`config.mk`:
```
export PLATFORM = sky130hd
export DESIGN_NAME = seq_restart_ctrl
export DESIGN_NICKNAME = d
export VERILOG_FILES = /design/src/rtl/srq_pkg.sv /design/src/rtl/srq_req_front.sv /design/src/rtl/srq_flag_core.sv /design/src/rtl/srq_err_track.sv /design/src/rtl/seq_restart_ctrl.sv
export SDC_FILE = /design/constraint.sdc
export NUM_CORES = 1
export LEC_CHECK = 0
export BUFFER_PORTS_ARGS = -buffer_cell sky130_fd_sc_hd__buf_2
export CORE_AREA = 3 3 40 42
export CTS_BUF_LIST = sky130_fd_sc_hd__clkbuf_4
export CTS_CLUSTER_SIZE = 8
export DETAILED_ROUTE_END_ITERATION = 6
export DIE_AREA = 0 0 43 45
export PLACE_DENSITY_LB_ADDON = 0.15
export SETUP_SLACK_MARGIN = 0.1
export SLEW_MARGIN = 20
export SYNTH_ARGS = -nofsm -noshare
export SYNTH_HDL_FRONTEND = slang
export SYNTH_HIERARCHICAL = 1
export SYNTH_SLANG_ARGS = --single-unit
export TNS_END_PERCENT = 30
```
`constraint.sdc`:
```
create_clock -name clk -period 1.4 [get_ports clk]
set_input_delay 0.14 -clock clk [delete_from_list [all_inputs] [get_ports clk]]
set_output_delay 0.14 -clock clk [all_outputs]
set_load 0.02 [all_outputs]
```
`src/rtl/srq_pkg.sv`:
```
package srq_pkg;
  typedef enum logic [1:0] {
    ACC_NONE = 2'b00,
    ACC_BUS  = 2'b01,
    ACC_HW   = 2'b10,
    ACC_BOTH = 2'b11
  } acc_e;

  typedef struct packed {
    logic hit;
    logic ldok;
  } req_t;
endpackage

```
`src/rtl/srq_req_front.sv`:
```
module srq_req_front
  import srq_pkg::*;
#(
  parameter bit HW_EDGE = 1'b1
) (
  input  logic       clk,
  input  logic       rst_n,
  input  logic [1:0] acc_cfg,
  input  logic       bus_wr,
  input  logic       bus_rst_bit,
  input  logic       bus_ldok_bit,
  input  logic       if_restart,
  input  logic       if_loadok,
  output req_t       req
);
  logic hw_pulse;
  logic bus_hit;
  logic hw_hit;

  generate
    if (HW_EDGE) begin : g_edge
      logic hw_q;
      always_ff @(posedge clk or negedge rst_n) begin
        if (!rst_n) hw_q <= 1'b0;
        else        hw_q <= if_restart;
      end
      assign hw_pulse = if_restart & ~hw_q;
    end else begin : g_level
      assign hw_pulse = if_restart;
    end
  endgenerate

  assign bus_hit  = acc_cfg[0] & bus_wr & bus_rst_bit;
  assign hw_hit   = acc_cfg[1] & hw_pulse;
  assign req.hit  = bus_hit | hw_hit;
  assign req.ldok = (bus_hit & bus_ldok_bit) | (hw_hit & if_loadok);
endmodule

```
`src/rtl/srq_flag_core.sv`:
```
module srq_flag_core
  import srq_pkg::*;
(
  input  logic clk,
  input  logic rst_n,
  input  logic en,
  input  logic soft_rst,
  input  logic dbuf_en,
  input  logic mode_restart,
  input  req_t req,
  input  logic seq_busy,
  input  logic cmd_loaded,
  input  logic eol_hit,
  input  logic abort_any,
  output logic restart_q,
  output logic ldok_q,
  output logic sel_q,
  output logic ovr_q,
  output logic trig_q,
  output logic reload,
  output logic exec
);
  logic set_rst;

  assign reload  = restart_q & ~seq_busy;
  assign exec    = reload & cmd_loaded;
  assign set_rst = en & req.hit & ~restart_q;

  always_ff @(posedge clk or negedge rst_n) begin
    if (!rst_n) begin
      restart_q <= 1'b0;
      ldok_q    <= 1'b0;
      sel_q     <= 1'b0;
      ovr_q     <= 1'b0;
      trig_q    <= 1'b0;
    end else if (!en || soft_rst) begin
      restart_q <= 1'b0;
      ldok_q    <= 1'b0;
      ovr_q     <= 1'b0;
      trig_q    <= 1'b0;
    end else begin
      ovr_q  <= req.hit & restart_q;
      trig_q <= set_rst & ~mode_restart & (eol_hit | abort_any);
      if (set_rst)   restart_q <= 1'b1;
      else if (exec) restart_q <= 1'b0;
      if (!dbuf_en)                  ldok_q <= 1'b0;
      else if (set_rst && req.ldok)  ldok_q <= 1'b1;
      else if (exec)                 ldok_q <= 1'b0;
      if (exec && ldok_q && dbuf_en) sel_q <= ~sel_q;
    end
  end
endmodule

```
`src/rtl/srq_err_track.sv`:
```
module srq_err_track (
  input  logic clk,
  input  logic rst_n,
  input  logic en,
  input  logic soft_rst,
  input  logic stop_exit,
  input  logic abort_req,
  input  logic mode_restart,
  input  logic exec,
  input  logic ldok_now,
  input  logic err_clr,
  output logic abort_any,
  output logic err_q
);
  logic en_q;
  logic abort_pend;
  logic first_pend;
  logic err_hit;

  assign abort_any = abort_req | abort_pend;
  assign err_hit   = exec & mode_restart & ~ldok_now & ~first_pend & ~abort_any;

  always_ff @(posedge clk or negedge rst_n) begin
    if (!rst_n) begin
      en_q       <= 1'b0;
      abort_pend <= 1'b0;
      first_pend <= 1'b1;
      err_q      <= 1'b0;
    end else begin
      en_q <= en;
      if (!en || soft_rst)  abort_pend <= 1'b0;
      else if (abort_req)   abort_pend <= 1'b1;
      else if (exec)        abort_pend <= 1'b0;
      if ((en && !en_q) || stop_exit || soft_rst) first_pend <= 1'b1;
      else if (exec)                              first_pend <= 1'b0;
      if (err_hit)      err_q <= 1'b1;
      else if (err_clr) err_q <= 1'b0;
    end
  end
endmodule

```
`src/rtl/seq_restart_ctrl.sv`:
```
module seq_restart_ctrl
  import srq_pkg::*;
#(
  parameter bit HW_EDGE = 1'b1
) (
  input  logic       clk,
  input  logic       rst_n,
  input  logic       en,
  input  logic       dbuf_en,
  input  logic       mode_restart,
  input  logic [1:0] acc_cfg,
  input  logic       bus_wr,
  input  logic       bus_rst_bit,
  input  logic       bus_ldok_bit,
  input  logic       bus_errclr,
  input  logic       if_restart,
  input  logic       if_loadok,
  input  logic       seq_busy,
  input  logic       cmd_loaded,
  input  logic       eol_hit,
  input  logic       abort_req,
  input  logic       stop_exit,
  input  logic       soft_rst,
  output logic       restart_flag,
  output logic       loadok_flag,
  output logic       reload_req,
  output logic       active_sel,
  output logic       overrun,
  output logic       trig_set,
  output logic       ldok_err
);
  req_t req;
  logic exec;
  logic abort_any;
  logic err_clr;

  assign err_clr = acc_cfg[0] & bus_wr & bus_errclr;

  srq_req_front #(.HW_EDGE(HW_EDGE)) u_front (
    .clk, .rst_n, .acc_cfg, .bus_wr, .bus_rst_bit, .bus_ldok_bit,
    .if_restart, .if_loadok, .req(req)
  );

  srq_flag_core u_core (
    .clk, .rst_n, .en, .soft_rst, .dbuf_en, .mode_restart, .req(req),
    .seq_busy, .cmd_loaded, .eol_hit, .abort_any(abort_any),
    .restart_q(restart_flag), .ldok_q(loadok_flag), .sel_q(active_sel),
    .ovr_q(overrun), .trig_q(trig_set), .reload(reload_req), .exec(exec)
  );

  srq_err_track u_err (
    .clk, .rst_n, .en, .soft_rst, .stop_exit, .abort_req, .mode_restart,
    .exec(exec), .ldok_now(loadok_flag), .err_clr(err_clr),
    .abort_any(abort_any), .err_q(ldok_err)
  );
endmodule

```
======== Yosys cells after proc, flatten, opt, wreduce, memory -nomap -nowiden ========
Cells that the tools add are included.
word-level totals
  flip-flop bits (word level) ............. 10
  output and inout bits ................... 7
  input bits .............................. 19
  logic and storage cells ................. 69
cells by class
  bitwise logic cells ..................... 31
  equal/unequal tests ..................... 1
  reductions and logical operators ........ 14
  mux-type cells .......................... 13
operators by type and width
  kind                                           number
  AND 1 bit                                      18
  two-way mux 1 bit                              13
  inverter 1 bit                                 9
  nonzero test 3 bit                             2
  logical AND 1 bit                              4
  != test 4 x 1 -> 1 bit, second input constant  1
  bitwise OR 1 bit                               4
  nonzero test 2 bit                             2
  logical OR 1 bit                               3
  logical NOT 1 bit                              2
  AND reduction 2 bit                            1

======== Depth between registers and ports, before layout ========
  depth in word-level cells ............... 10
  mapped depth ............................ 5
  depth with buffers taken out ............ 5

======== Hierarchy ========
Netlist, hierarchy kept.
modules (own cells, without submodules)
  module            cells each  area an instance (µm²)  instances  sequential area each (µm²)
  srq_flag_core     20          227.7                   1          125.1
  srq_err_track     15          173.9                   1          101.3
  srq_req_front     7           56.3                    1          25.0
  seq_restart_ctrl  1           6.3                     1          0.0

======== Worst setup path after synthesis ========
No wires, ideal clock.
  path kind ............................... reg2reg
  start point ............................. reg u_core.restart_q
  end point ............................... reg u_err.abort_pend
  stages on the path, launching flop included .. 4
  path slack .............................. 0.257 ns
  data arrival time ....................... 1.049 ns
  required time ........................... 1.306 ns
  period minus slack after synthesis ...... 1.143 ns
  setup time .............................. 0.094 ns
  buffers on the path ..................... 0
  path through ............................ dfrtp_1 -> and3b_4 -> nand2b_1 -> a211oi_1
between the ends
  word-level cells in the longest chain between the ends .. 3
RTL lines
  what                          line                    text
  from (decl)                   srq_flag_core.sv:15     output logic restart_q,
  from (signal assigned)        srq_flag_core.sv:31     restart_q <= 1'b0;
  from (signal assigned)        srq_flag_core.sv:37     restart_q <= 1'b0;
  from (signal assigned)        srq_flag_core.sv:44     if (set_rst) restart_q <= 1'b1;
  AND 1 bit                     srq_flag_core.sv:25     assign reload = restart_q & ~seq_busy;
  AND 1 bit                     srq_flag_core.sv:26     assign exec = reload & cmd_loaded;
  net exec                      seq_restart_ctrl.sv:33  logic exec;
  nonzero test 3 bit (no line)  --
  to (signal assigned)          srq_err_track.sv:26     abort_pend <= 1'b0;
  to (signal assigned)          srq_err_track.sv:31     if (!en || soft_rst) abort_pend <= 1'b0;
  to (signal assigned)          srq_err_track.sv:32     else if (abort_req) abort_pend <= 1'b1;
  to (decl)                     srq_err_track.sv:16     logic abort_pend;
The timed path passes the listed nets, and every way through them passes these cells.
A chain may end at the register's enable or synchronous reset.

==> run summary <==
Worst hold path class: input port to flop
Pwr per Cell Area: 908 nW/um^2
Core box area: 1280 sq um
Nets@finish: 93
Via Count: 416
Filler cells: 138
Area Overhead vs Synth: 39.6%
Req. time, crit path: 1.60 ns
CTS tree: built
Hold Path Cell Cnt: 1
RSZ-0062 raised after global routing: false
Layout cell share with drive strength beyond 1: 46.6%
Seq/Total Area, Yosys: 54.2%
IO buf count: 25
Routed length per placed instance: 11.8 um
Row cnt: 13
Yosys reg bits: 10
Final setup fails: 0
Avg Cell Area, Syn: 10.8 sq um
GRT Resource Usage Total: 11.9%
Rel. slew slack: 75.2%
Ports: 26
Skew final: 0.00232 ns
Placed Cells: 83
Most common cell after layout, fill and taps aside: buf_2
Worst-margin pin slew: 0.369 ns
Leak: 0.000366 uW
Number of antenna-violating nets in the routed design: 0
Largest net degree at the start of global routing: 11
Yosys cell types: 22
Final std cells w/o fill: 88
Residual DRC: 0
Fmax: 0.861 GHz
Die Area: 1940 sq um
Post-Syn Area: 464 sq um
YS warnings: 6
Cell taking the most area after synthesis: dfrtp_1
Final Hold Viols: 0
Die Span X: 43 um
Net Count, Synth: 62
Slew Limit Fails: 0
WS Path Type: flop to flop
Deepest clock path buffer count: 2
Die H: 45 um
Post-placement worst setup slack: 0.255 ns
Max VDD drop: 0.583 mV
CP endpoint kind: flop
H-tree levels: 1
Final min period: 1.16 ns
Gpl congestion: 0.686
Initial antenna violation count: 0
Vias per cell: 4.73
CP max FO: 4
WP data arrival: 1.36 ns
Initial core utilization: 36.1%
Fin crit share: 82.9%
Commonest cells after routing, fill and taps aside: buf_2, dfrtp_1, inv_1
Routed wire length: 1.04 mm
Clock latency on the worst-skew pair: 0.26 ns
CTS buffer count: 3
Startpoint types: flop
Grt total ovfl: 0
Final WS setup: 0.239 ns
Outcome: finished clean
Initial DRC Count: 4
Clk root buf: clkbuf_4
Worst r2r path cells: 4
Drt first pass iters: 2
Synth top area cells: dfrtp_1, dfstp_2, and3_1, inv_1, nand4b_1
Worst-path clk slew: 0.06 ns
Post-DP HPWL: 858 um
Vias in the first global route: 404
Max capacitance violation total: 0
Clock sink count: 10
Dpl cell area: 608 sq um
First-pass GRT wire length: 1.65 mm
Synth Instances: 43
Final instance area: 648 sq um
Antenna Cells: 0
TNS Setup: 0 ns
Area share of the largest cell type after synthesis: 48.5%
## power by group
part	internal, uW	switching (uW)	leakage [uW]	total (uW)
Sequential	295	3.74	0.000131	299
Combinational	33.9	34.2	0.000217	68.0
Clock	129	91.9	0.0000184	221
## worst paths after layout
kind / start / to / slack, ns
worst max-delay path: u_front/g_edge.hw_q$_DFF_PN0_ / u_core/ldok_q$_DFFE_PN0P_ / 0.24
worst min-delay path: if_restart / u_front/g_edge.hw_q$_DFF_PN0_ / 0.02
worst max register to register: u_front/g_edge.hw_q$_DFF_PN0_ / u_core/ldok_q$_DFFE_PN0P_ / 0.24
worst min register to register: u_err/en_q$_DFF_PN0_ / u_err/first_pend$_DFFE_PN1P_ / 0.45
max in group asynchronous: rst_n / u_err/first_pend$_DFFE_PN1P_ / 0.87
min in group asynchronous: rst_n / u_err/abort_pend$_DFFE_PN0P_ / 0.27
## sequential cells by signal (all words and copies together), names as in the netlist
register	count
u_core/ldok_q	1
u_core/ovr_q	1
u_core/restart_q	1
u_core/sel_q	1
u_core/trig_q	1
u_err/abort_pend	1
u_err/en_q	1
u_err/err_q	1
u_err/first_pend	1
u_front/g_edge.hw_q	1
## cell families (layout without fill, tap and decap cells)
| group | Yosys count | after routing | synth area share [%] |
|---|---|---|---|
| buf+inv | 5 | 35 | 4.04 |
| simple gates | 21 | 21 | 29.7 |
| flops | 10 | 10 | 54.2 |
| compound gates | 6 | 6 | 10.2 |
| xor+xnor | 1 | 1 | 1.89 |
## area by class of cell
cell class / count / area, sq um / area share (%)
multi-input cells: 28 / 194 / 29.9
inverters: 5 / 18.8 / 2.90
clock buffers: 4 / 30.0 / 4.63
flip-flops and latches: 10 / 251 / 38.8
repair buffers: 26 / 135 / 20.8
well taps: 15 / 18.8 / 2.90
## Yosys cell counts
| master | n |
|---|---|
| nand3_1 | 1 |
| o21ai_1 | 1 |
| nand4b_1 | 2 |
| o21ai_0 | 2 |
| nor3b_1 | 1 |
| nor2_1 | 3 |
| o41ai_2 | 1 |
| xnor2_1 | 1 |
| o221ai_1 | 1 |
| nand2_1 | 3 |
| nor2b_1 | 1 |
| and3_1 | 3 |
| and3b_4 | 1 |
| nand4_2 | 1 |
| a211oi_1 | 1 |
| nor4_1 | 1 |
| inv_1 | 5 |
| nand2b_1 | 2 |
| dfrtp_1 | 9 |
| and2b_1 | 1 |
| or2_4 | 1 |
| dfstp_2 | 1 |
## metal layers
layer | GRT usage, % | share of wire, % | wire length (um) | up-vias
met4 | 1.81 | 0 | 0 | 0
met2 | 20.1 | 48 | 497 | 19
met5 | 0 | 0 | 0 | -
met1 | 12.7 | 42 | 431 | 187
li1 | - | - | - | 210
met3 | 7.97 | 11 | 109 | 0
## repair_timing
action	CTS	global route
hold buffers	1	0
resized for setup	0	0
buffers inserted	0	0
endpoints found under the setup margin	0	0
endpoints found under the hold margin	10	0
## critical path: stages (launching register included)
cell	delay [ns]
dfrtp_1	0.37
o21ai_0	0.33
nand4b_1	0.15
o21ai_0	0.08
and3_1	0.16
## through the flow
stage,hold slack [ns],util (%),total power (uW)
floorplan,-0.156,-,329
global placement,0.0156,47.3,370
detailed placement,0.0158,47.3,371
CTS,0.00800,50.4,597
global route,0.00359,50.4,622
finish,0.0210,50.4,588
(Power assumes the default switching activity.)
